--- config.mk ---
export PLATFORM = sky130hd
export DESIGN_NAME = pfwp_ctrl
export DESIGN_NICKNAME = d
export VERILOG_FILES = /design/src/rtl/pfwp_pkg.sv /design/src/rtl/pfwp_fsm.sv /design/src/rtl/pfwp_bus_gate.sv /design/src/rtl/pfwp_src_sel.sv /design/src/rtl/pfwp_ctrl.sv
export SDC_FILE = /design/constraint.sdc
export NUM_CORES = 1
export LEC_CHECK = 0
export ABC_AREA = 1
export ABC_CLOCK_PERIOD_IN_PS = 3300
export BUFFER_PORTS_ARGS = -buffer_cell sky130_fd_sc_hd__clkbuf_2
export CORE_UTILIZATION = 50
export DETAILED_ROUTE_END_ITERATION = 8
export GPL_TIMING_DRIVEN = 0
export HOLD_SLACK_MARGIN = 0.08
export PLACE_DENSITY = 0.87
export SYNTH_ARGS = -nofsm -noshare
export SYNTH_HDL_FRONTEND = slang
export SYNTH_SLANG_ARGS = --single-unit
export TNS_END_PERCENT = 10
--- constraint.sdc ---
create_clock -name clk -period 3.3 [get_ports clk]
set_clock_uncertainty 0.05 [all_clocks]
set_input_delay 0.66 -clock clk [delete_from_list [all_inputs] [get_ports clk]]
set_output_delay 0.66 -clock clk [all_outputs]
set_load 0.02 [all_outputs]
--- src/rtl/pfwp_pkg.sv ---
package pfwp_pkg;

  typedef enum logic [1:0] {
    ST_NORMAL  = 2'd0,
    ST_DRAIN   = 2'd1,
    ST_PROTECT = 2'd2,
    ST_RECOVER = 2'd3
  } pfwp_state_e;

  // A window of `limit` cycles has run out once the count of elapsed
  // cycles (cnt, starting at 0) reaches its last slot.
  function automatic logic count_expired(input int unsigned cnt,
                                         input int unsigned limit);
    return (cnt + 1) >= limit;
  endfunction

  function automatic int unsigned larger_of(input int unsigned a,
                                            input int unsigned b);
    return (a > b) ? a : b;
  endfunction

endpackage

--- src/rtl/pfwp_fsm.sv ---
module pfwp_fsm
  import pfwp_pkg::*;
#(
  parameter int unsigned TWPT_CYC = 16,
  parameter int unsigned TCER_CYC = 6000000,
  parameter int unsigned CNT_W    = 23
) (
  input  logic        clk,
  input  logic        rst_n,
  input  logic        pwr_fail,
  input  logic        host_ce,
  output pfwp_state_e state,
  output logic        drain_expire,
  output logic        recover_done
);

  pfwp_state_e      state_n;
  logic [CNT_W-1:0] cnt, cnt_n;

  assign drain_expire = (state == ST_DRAIN) && host_ce &&
                        count_expired(32'(cnt), TWPT_CYC);
  assign recover_done = (state == ST_RECOVER) && !pwr_fail &&
                        count_expired(32'(cnt), TCER_CYC);

  always_comb begin
    state_n = state;
    cnt_n   = cnt;
    unique case (state)
      ST_NORMAL: begin
        if (pwr_fail) begin
          state_n = host_ce ? ST_DRAIN : ST_PROTECT;
          cnt_n   = '0;
        end
      end
      ST_DRAIN: begin
        if (!host_ce || drain_expire) begin
          state_n = ST_PROTECT;
          cnt_n   = '0;
        end else begin
          cnt_n = cnt + CNT_W'(1);
        end
      end
      ST_PROTECT: begin
        if (!pwr_fail) begin
          state_n = ST_RECOVER;
          cnt_n   = '0;
        end
      end
      ST_RECOVER: begin
        if (pwr_fail) begin
          state_n = ST_PROTECT;
          cnt_n   = '0;
        end else if (recover_done) begin
          state_n = ST_NORMAL;
          cnt_n   = '0;
        end else begin
          cnt_n = cnt + CNT_W'(1);
        end
      end
      default: begin
        state_n = ST_PROTECT;
        cnt_n   = '0;
      end
    endcase
  end

  always_ff @(posedge clk or negedge rst_n) begin
    if (!rst_n) begin
      state <= ST_PROTECT;
      cnt   <= '0;
    end else begin
      state <= state_n;
      cnt   <= cnt_n;
    end
  end

endmodule

--- src/rtl/pfwp_bus_gate.sv ---
module pfwp_bus_gate
  import pfwp_pkg::*;
#(
  parameter int unsigned ADDR_W = 15,
  parameter int unsigned DATA_W = 8
) (
  input  pfwp_state_e       state,
  input  logic              host_ce,
  input  logic              host_we,
  input  logic [ADDR_W-1:0] host_addr,
  input  logic [DATA_W-1:0] host_wdata,
  input  logic [DATA_W-1:0] mem_rdata,
  output logic              mem_ce,
  output logic              mem_we,
  output logic [ADDR_W-1:0] mem_addr,
  output logic [DATA_W-1:0] mem_wdata,
  output logic [DATA_W-1:0] host_rdata,
  output logic              host_rdata_oe,
  output logic              access_open
);

  assign access_open = (state == ST_NORMAL) || (state == ST_DRAIN);

  always_comb begin
    mem_ce        = access_open && host_ce;
    mem_we        = access_open && host_ce && host_we;
    mem_addr      = access_open ? host_addr  : '0;
    mem_wdata     = access_open ? host_wdata : '0;
    host_rdata_oe = access_open && host_ce && !host_we;
    host_rdata    = host_rdata_oe ? mem_rdata : '0;
  end

endmodule

--- src/rtl/pfwp_src_sel.sv ---
module pfwp_src_sel (
  input  logic clk,
  input  logic rst_n,
  input  logic pwr_fail,
  input  logic below_cell,
  output logic iso_set,
  output logic src_backup
);

  logic iso_q;

  // One-shot: reset is the factory state; the first sampled valid supply
  // releases the cell and nothing sets it again.
  always_ff @(posedge clk or negedge rst_n) begin
    if (!rst_n)
      iso_q <= 1'b1;
    else if (!pwr_fail)
      iso_q <= 1'b0;
  end

  assign iso_set    = iso_q;
  assign src_backup = below_cell && !iso_q;

endmodule

--- src/rtl/pfwp_ctrl.sv ---
module pfwp_ctrl
  import pfwp_pkg::*;
#(
  parameter int unsigned ADDR_W   = 15,
  parameter int unsigned DATA_W   = 8,
  parameter int unsigned TWPT_CYC = 16,
  parameter int unsigned TCER_CYC = 6000000
) (
  input  logic              clk,
  input  logic              rst_n,
  input  logic              pwr_fail,
  input  logic              below_cell,
  input  logic              host_ce,
  input  logic              host_we,
  input  logic [ADDR_W-1:0] host_addr,
  input  logic [DATA_W-1:0] host_wdata,
  output logic [DATA_W-1:0] host_rdata,
  output logic              host_rdata_oe,
  output logic              mem_ce,
  output logic              mem_we,
  output logic [ADDR_W-1:0] mem_addr,
  output logic [DATA_W-1:0] mem_wdata,
  input  logic [DATA_W-1:0] mem_rdata,
  output logic              src_backup,
  output logic              wp_active,
  output logic              iso_set
);

  localparam int unsigned CNT_MAX = larger_of(TWPT_CYC, TCER_CYC);
  localparam int unsigned CNT_W   = $clog2(CNT_MAX + 1);

  pfwp_state_e st;
  logic        drain_expire;
  logic        recover_done;
  logic        access_open;
  logic        in_drain;
  logic        in_recover;

  pfwp_fsm #(
    .TWPT_CYC(TWPT_CYC),
    .TCER_CYC(TCER_CYC),
    .CNT_W   (CNT_W)
  ) u_fsm (
    .clk         (clk),
    .rst_n       (rst_n),
    .pwr_fail    (pwr_fail),
    .host_ce     (host_ce),
    .state       (st),
    .drain_expire(drain_expire),
    .recover_done(recover_done)
  );

  pfwp_bus_gate #(
    .ADDR_W(ADDR_W),
    .DATA_W(DATA_W)
  ) u_gate (
    .state        (st),
    .host_ce      (host_ce),
    .host_we      (host_we),
    .host_addr    (host_addr),
    .host_wdata   (host_wdata),
    .mem_rdata    (mem_rdata),
    .mem_ce       (mem_ce),
    .mem_we       (mem_we),
    .mem_addr     (mem_addr),
    .mem_wdata    (mem_wdata),
    .host_rdata   (host_rdata),
    .host_rdata_oe(host_rdata_oe),
    .access_open  (access_open)
  );

  pfwp_src_sel u_src (
    .clk       (clk),
    .rst_n     (rst_n),
    .pwr_fail  (pwr_fail),
    .below_cell(below_cell),
    .iso_set   (iso_set),
    .src_backup(src_backup)
  );

  assign in_drain   = (st == ST_DRAIN);
  assign in_recover = (st == ST_RECOVER);
  assign wp_active  = !access_open;

endmodule

==> results of run 1 <==
## cells in the final DEF (no fill, tap or decap)
| cell type | instances |
|---|---|
| o21ai_1 | 15 |
| clkbuf_2 | 73 |
| a21oi_1 | 2 |
| buf_6 | 2 |
| nor2_4 | 5 |
| nand2_1 | 126 |
| nand2_4 | 1 |
| nor2_1 | 72 |
| xor2_1 | 2 |
| xnor2_1 | 2 |
| nand3b_1 | 3 |
| o211ai_1 | 1 |
| dfrtp_1 | 24 |
| nand4_1 | 7 |
| clkbuf_1 | 5 |
| ha_1 | 2 |
| nor2_2 | 2 |
| inv_2 | 1 |
| nor3_1 | 3 |
| o21ai_0 | 4 |
| nand2_2 | 9 |
| clkbuf_8 | 4 |
| inv_1 | 75 |
| nand3_2 | 3 |
| dfstp_2 | 2 |
| nand3_1 | 28 |
| o21bai_1 | 2 |
## worst paths after layout
kind	slack (ns)	to	startpoint
worst max-delay path	0.65	u_fsm.cnt[5]	u_fsm.state[1]
worst min-delay path	0.34	u_fsm.cnt[21]	rst_n
worst max register to register	0.65	u_fsm.cnt[5]	u_fsm.state[1]
worst min register to register	0.42	u_src.iso_set	u_src.iso_set
max in group asynchronous	2.45	u_fsm.cnt[11]	rst_n
min in group clk	0.42	u_src.iso_set	u_src.iso_set
## state kept, by name, indices dropped and copies added (netlist names)
register and flops:
u_src.iso_set 1, u_fsm.cnt 23, u_fsm.state 2
## worst reg2reg max path: cells and delay by family (launching register included)
kind	cells	cell delay (ns)
AO/OA/AOI/OAI	2	0.86
AND/OR/NAND/NOR	1	0.10
flip-flops	1	0.54
buffers and inverters	3	1.02
## cell families (layout without fill, tap and decap cells)
logic type | count (synthesis) | after routing
AO/OA/AOI/OAI | 24 | 24
XOR/XNOR | 4 | 4
flip-flops | 26 | 26
adder cells (fa/ha/maj) | 2 | 2
buffers and inverters | 83 | 160
AND/OR/NAND/NOR | 259 | 259
## layout make-up
class / instances / area (µm²)
Buffer: 7 / 41.3
Clock buffer: 4 / 55.1
Fill cell: 399 / 1600
Inverter: 76 / 285
Multi-Input combinational cell: 289 / 1320
Sequential cell: 26 / 653
Tap cell: 52 / 65.1
Timing Repair Buffer: 73 / 365
## report_power, final
| part | switching, mW | total (mW) | internal (mW) |
|---|---|---|---|
| Combinational | 0.430 | 0.619 | 0.189 |
| Clock | 0.105 | 0.212 | 0.107 |
| Sequential | 0.0224 | 0.369 | 0.346 |
| Total | 0.557 | 1.20 | 0.642 |
## through the flow
| stage | hold slack [ns] | std cells | util (%) | area [µm²] | total power [mW] |
|---|---|---|---|---|---|
| after floorplan | 0.314 | 398 | - | 2300 | 0.792 |
| after global placement | 0.397 | 523 | 62.2 | 2730 | 0.985 |
| after detailed placement | 0.402 | 523 | 62.2 | 2730 | 0.996 |
| after CTS | 0.363 | 527 | 63.5 | 2780 | 1.21 |
| after global routing | 0.410 | 527 | 63.5 | 2780 | 1.28 |
| final | 0.340 | 527 | 63.5 | 2780 | 1.20 |
## routing by layer
layer | global-route usage [%] | vias up | share of wire, %
li1 | - | 1351 | -
met1 | 34.4 | 1114 | 44
met2 | 43.5 | 97 | 47
met3 | 2.47 | 8 | 7.4
met4 | 7.33 | 0 | 1.5
met5 | 0 | - | 0
==> summary.txt, run 1 <==
Global routing
  • Vias in the first global route: 2360
  • First-pass GRT wire length: slightly above 10 mm
  • Pin count of the biggest net entering global routing: 27
  • Congestion Overflow GR: 0
  • Initial antenna violation count: 0
  • Tot GR Track Use: 25.6%

Flow run
  • Max Cap Viol: 0

Yosys
  • Post-synthesis mux area share: 0%
  • Ys async rst share: 100%
  • Sequential element share of the synthesized area: 28.4%
  • Synth top area share: 26.1%
  • Largest family of logic cells by synthesized area: simple AND/OR/NAND/NOR gates
  • Yosys reg bits: 26
  • Syn nets: ~440
  • XOR/XNOR share of the synthesized area: 1.52%
  • Post-Synth Adder-Cell Area: 1.09%
  • Top post-synthesis cells by area: dfrtp_1 (26%), nand2_1 (21%), inv_1 (12%), nor2_1 (12%), nand3_1 (6.1%)
  • Syn avg cell area: 5.78 µm²
  • Gate Count Post-Synth: 398
  • Cell variety after synth: 25
  • Yosys warns: 0
  • Top post-synthesis cells by count: nand2_1 (126), inv_1 (75), nor2_1 (72)
  • Simple-gate area share of the yosys netlist: about half
  • Largest area contributor in the netlist: dfrtp_1
  • Post-Syn Area: 2300 µm²
  • Compound-Gate Fraction of Synth Area: 5.55%
  • Number of synthesized flops with an enable pin: 0
  • Top-count cell post-synth: nand2_1
  • Post-synth top flop: dfrtp_1

Timing
  • # setup viols final: 0
  • Max Freq: 377 MHz
  • Final worst slack: 0.648 ns
  • Fin. Hold Viols: 0
  • Setup_tns: 0 ns
  • Period utilization: between 80% and 90%
  • RSZ-0062 raised after global routing: no
  • Slew HR: 47.1%
  • Tmin final: 2.65 ns
  • Final slew viol count: 0
  • Worst Tran Pin Value: 0.788 ns

Route
  • WL/cell: 11.2 µm
  • Antenna-violating nets left: 0
  • DRC: 0
  • Routed WL: a little under 6 mm
  • DR iter-0 viols: 218
  • Vias: 2570
  • Drt via density: 4.88
  • Pre-antenna DRT Iters: 4

Critical path
  • CP Launch Type: flop
  • Worst path bufs/invs: 3
  • WP data required: roughly 3.5 ns
  • Worst path cell trace: clkbuf_1, nand2_1, o21ai_1, inv_1, clkbuf_1, o21ai_1
  • Levels on crit path: 6
  • Crit path largest cell delay: 0.63 ns
  • Worst reg-to-reg path cell count: 6
  • CP Capture Type: flop
  • Crit path max-delay cell type: o21ai_1
  • Crit Path Category: flop to flop
  • Arr. time, crit path: 2.80 ns
  • Crit Path Max Fanout: 10
  • Top delay family on crit path: buffers and inverters

Clock tree
  • # Post-CTS Setup Buffers: 0
  • Clock Path Buffers: 2
  • Clock Sinks: 26
  • Hold_buf cts: 0
  • CTS tree: built
  • Worst-path clk slew: 0.09 ns
  • # resized after CTS: 0
  • CTS buffer count: 3
  • Clk Latency, worst-skew pair: 0.27 ns
  • CTS root buffer: clkbuf_8
  • H-tree depth: 1

Cells and area
  • Share of cells above drive strength 1: 21.5%
  • Antenna cells: 0
  • NumNets Final: 515
  • Syn-to-layout area delta: 21.1%

Placed design
  • Post-place setup slack: 0.685 ns
  • DP Wirelength: 4.68 mm
  • RePlAce Congestion: 0.985
  • PortBufs: 73

Power and ir drop
  • Worst IR Drop VDD: 0.302 mV
  • Leak: between 1.5 and 2 nW
  • Power Density: 431 nW/µm²

Floorplan
  • Width of the chip: approximately 70 µm
  • # IOs: 74
  • Die Span Y: 69.8 µm
  • Site Rows: 24
  • Initial core utilization: between 50% and 60%
  • Area of the core: 4380 µm²
  • Die area: around 5000 µm²

Outcome
  • Outcome: finished clean

Min path
  • Hold WC Path Type: primary input to async pin
(Power assumes the default switching activity.)
==> run 2, diff against run 1 <==
ABC_CLOCK_PERIOD_IN_PS = 2300   (was 3300)
CORE_UTILIZATION = 47   (was 50)
PLACE_DENSITY = 0.86   (was 0.87)
clock period = 2.3 ns   (was 3.3 ns; I/O delays follow)
==> run 2 against run 1 <==
Worst setup slack worse by 0.70 ns. Power is 64% higher. Fmax is 13% higher. Clock power is 49% higher. Global-route usage is 0.41 points higher. Die area is 6.2% higher. The run now ends with negative setup slack left. Utilization is 4.5 points higher.
==> summary.txt, run 2 (synthesized netlist as in run 1, its figures left out) <==
Outcome
  • Outcome: finished, violations left
  • Failing checks: negative setup slack

Power and ir drop
  • Worst IR Drop VDD: 0.513 mV (+70%)
  • Power Density: 613 nW/µm² (+42%)
  • Sw frac: 45.9% (-0.55 points)
  • Clock power frac: 16.1% (-1.5 points)
  • Reg power frac: 28.4% (-2.3 points)
  • NetSw: 904 µW (+62%)
  • Internal power: 1.06 mW (+66%)
  • Gate power share: 55.6% (+4.0 points)
  • Leak: 1.76 nW (+12%)

Global routing
  • Vias in the first global route: 2482 (+5.2%)
  • Initial antenna violation count: 0 (unchanged)
  • GRT busiest layer: met2
  • GR Util met2: 45.3% (+1.8 points)
  • Met3 usage: 2.36% (-0.11 points)
  • Tot GR Track Use: 26.0% (+0.41 points)
  • Global Route met1 Usage: 32.9% (-1.5 points)
  • Congestion Overflow GR: 0 (unchanged)
  • Pin count of the biggest net entering global routing: 27 (unchanged)
  • First-pass GRT wire length: 10.7 mm (+5.4%)

Floorplan
  • Area of the core: 4720 µm² (+7.7%)
  • Site Rows: 25 (+4.2%)
  • Width of the chip: 71.9 µm (+3.1%)
  • # IOs: 74 (unchanged)
  • Initial core utilization: 48.7% (-3.8 points)
  • Die Span Y: 71.9 µm (+3.1%)
  • Die area: 5170 µm² (+6.2%)

Timing
  • # setup viols final: 19 (+19)
  • Period utilization: 102% (+22 points)
  • Final worst slack: -0.0548 ns (-0.703 ns)
  • Final slew viol count: 0 (unchanged)
  • Tmin final: 2.35 ns (-0.297 ns)
  • Worst Tran Pin Value: 0.666 ns (-0.122 ns)
  • RSZ-0062 raised after global routing: yes
  • Fin. Hold Viols: 0 (unchanged)
  • Max Freq: 425 MHz (+13%)
  • Slew HR: 55.6% (+8.5 points)
  • Setup_tns: -0.531 ns (-0.531 ns)

Cells and area
  • Top reg by flops: u_fsm.cnt
  • Most common cell after layout, fill and taps aside: nand2_1
  • Fillers: 372 (-6.8%)
  • Commonest cells after routing, fill and taps aside: nand2_1 (116), inv_1 (75), clkbuf_2 (74), nor2_1 (57), nand3_1 (26)
  • Syn-to-layout area delta: 39.8%
  • Max reg flops: 23 (unchanged)
  • NumNets Final: 539 (+4.7%)
  • Share of cells above drive strength 1: 33.9% (+12 points)
  • Area occupied by multi-input gates: 1490 µm² (+13%)
  • Core Util, Final: 68.0% (+4.5 points)
  • Reg area: 661 µm² (+1.1%)
  • Antenna cells: 0 (unchanged)

Clock tree
  • CTS buffer count: 3 (unchanged)
  • CTS tree: built
  • Clock Sinks: 26 (unchanged)
  • Worst-path clk slew: 0.10 ns (about the same)
  • H-tree depth: 1 (unchanged)
  • CTS root buffer: clkbuf_8
  • Clk Latency, worst-skew pair: 0.28 ns (about the same)
  • Clock Path Buffers: 2 (unchanged)

Route
  • DR iter-0 viols: 346 (+59%)
  • Vias: 2941 (+14%)
  • Routed WL: 7.45 mm (+27%)
  • DRC: 0 (unchanged)
  • Drt via density: 5.20 (+6.6%)
  • Antenna-violating nets left: 0 (unchanged)
  • WL/cell: 13.2 µm (+18%)
  • Pre-antenna DRT Iters: 5 (+1)

Critical path
  • Worst reg-to-reg path cell count: 14 (+8)
  • Worst path cell trace: buf_4, nand3_1, o21bai_1, nand2_1, nor2_1, nand2_1, nor2_1, nand3_1, nor2_1, nand3_2, nand2_4, clkbuf_16, nand2_2, o21ai_1
  • Crit path max-delay cell type: dfrtp_2
  • Crit Path Category: flop to flop
  • Crit path largest cell delay: 0.43 ns (-0.20 ns)
  • Arr. time, crit path: 2.51 ns (-0.29 ns)
  • FF-to-FF Start: u_fsm.cnt[0]
  • Crit Path Max Fanout: 7 (-3)
  • WP data required: 2.46 ns (-0.99 ns)
  • CP Capture Type: flop
  • Reg-to-reg setup timing slack: -0.05 ns (-0.70 ns)
  • CP Launch Type: flop
  • Worst R2R End: u_fsm.cnt[10]
  • Crit path top cell by count: nor2_1

Placed design
  • DP Wirelength: 4.90 mm (+4.6%)
  • RePlAce Congestion: 0.978 (-0.78%)
  • PortBufs: 73 (unchanged)

Min path
  • Hold WC Path Type: primary input to async pin

Flow run
  • Max Cap Viol: 0 (unchanged)
[run 2: area by class of cell]
| type | count | area share [%] |
|---|---|---|
| tap | 67 | 2.61 |
| timing repair buffer | 98 | 18.4 |
| sequential | 26 | 20.6 |
| inverter | 76 | 8.88 |
| clock buffer | 4 | 1.71 |
| multi-input combinational | 289 | 46.4 |
| buffer | 6 | 1.44 |
[run 2: worst max-delay path by stage]
stage	end	depth (start not counted)	start	slack, ns
after floorplan	host_rdata[0]	6	host_ce	0.13
after global placement	u_fsm.cnt[20]	6	u_fsm.state[1]	-0.27
after detailed placement	u_fsm.cnt[20]	6	u_fsm.state[1]	-0.32
after CTS	mem_addr[13]	4	u_fsm.state[1]	0.007
after global routing	u_fsm.cnt[17]	15	u_fsm.cnt[1]	-0.18
final	u_fsm.cnt[10]	14	u_fsm.cnt[0]	-0.05
[run 2: critical path: cells and delay by family (launching register included)]
family                 cells  cell delay, ns
buffers and inverters      2            0.33
flip-flops                 1            0.43
AND/OR/NAND/NOR           10            1.23
AO/OA/AOI/OAI              2            0.24
[run 2: metrics by stage]
stage	setup slack [ns]	hold WS [ns]	power, mW	instance area [µm²]	instances
after floorplan	0.126	0.114	1.14	2300	398
after global placement	-0.272	0.397	1.41	2750	538
after detailed placement	-0.317	0.411	1.44	2750	538
after CTS	0.00749	0.173	1.77	2860	546
after global routing	-0.183	0.196	2.08	3210	566
final	-0.0548	0.145	1.97	3210	566
[run 2: routing by layer]
metal / routed length, µm / up-vias
met2: 3520 / 222
met1: 2870 / 1278
met5: 0 / -
met4: 382 / 0
met3: 673 / 41
li1: - / 1400
[run 2: repair_timing]
| action | CTS | global route |
|---|---|---|
| pin swaps | 1 | 18 |
| resized for setup | 7 | 47 |
| hold endpoints to repair | 0 | 0 |
| buffers inserted | 4 | 19 |
| cloned | 0 | 2 |
| setup endpoints to repair | 24 | 45 |
| hold buffers | 0 | 0 |
[run 2: power by group through the flow]
| stage | sequential (mW) | clock, mW | combinational [mW] |
|---|---|---|---|
| 2_1_floorplan | 0.530 | 0 | 0.607 |
| 3_5_place_dp | 0.540 | 0 | 0.898 |
| 6_report | 0.559 | 0.316 | 1.09 |
| 5_1_grt | 0.563 | 0.338 | 1.18 |
| 4_1_cts | 0.529 | 0.313 | 0.932 |
| 3_3_place_gp | 0.537 | 0 | 0.875 |
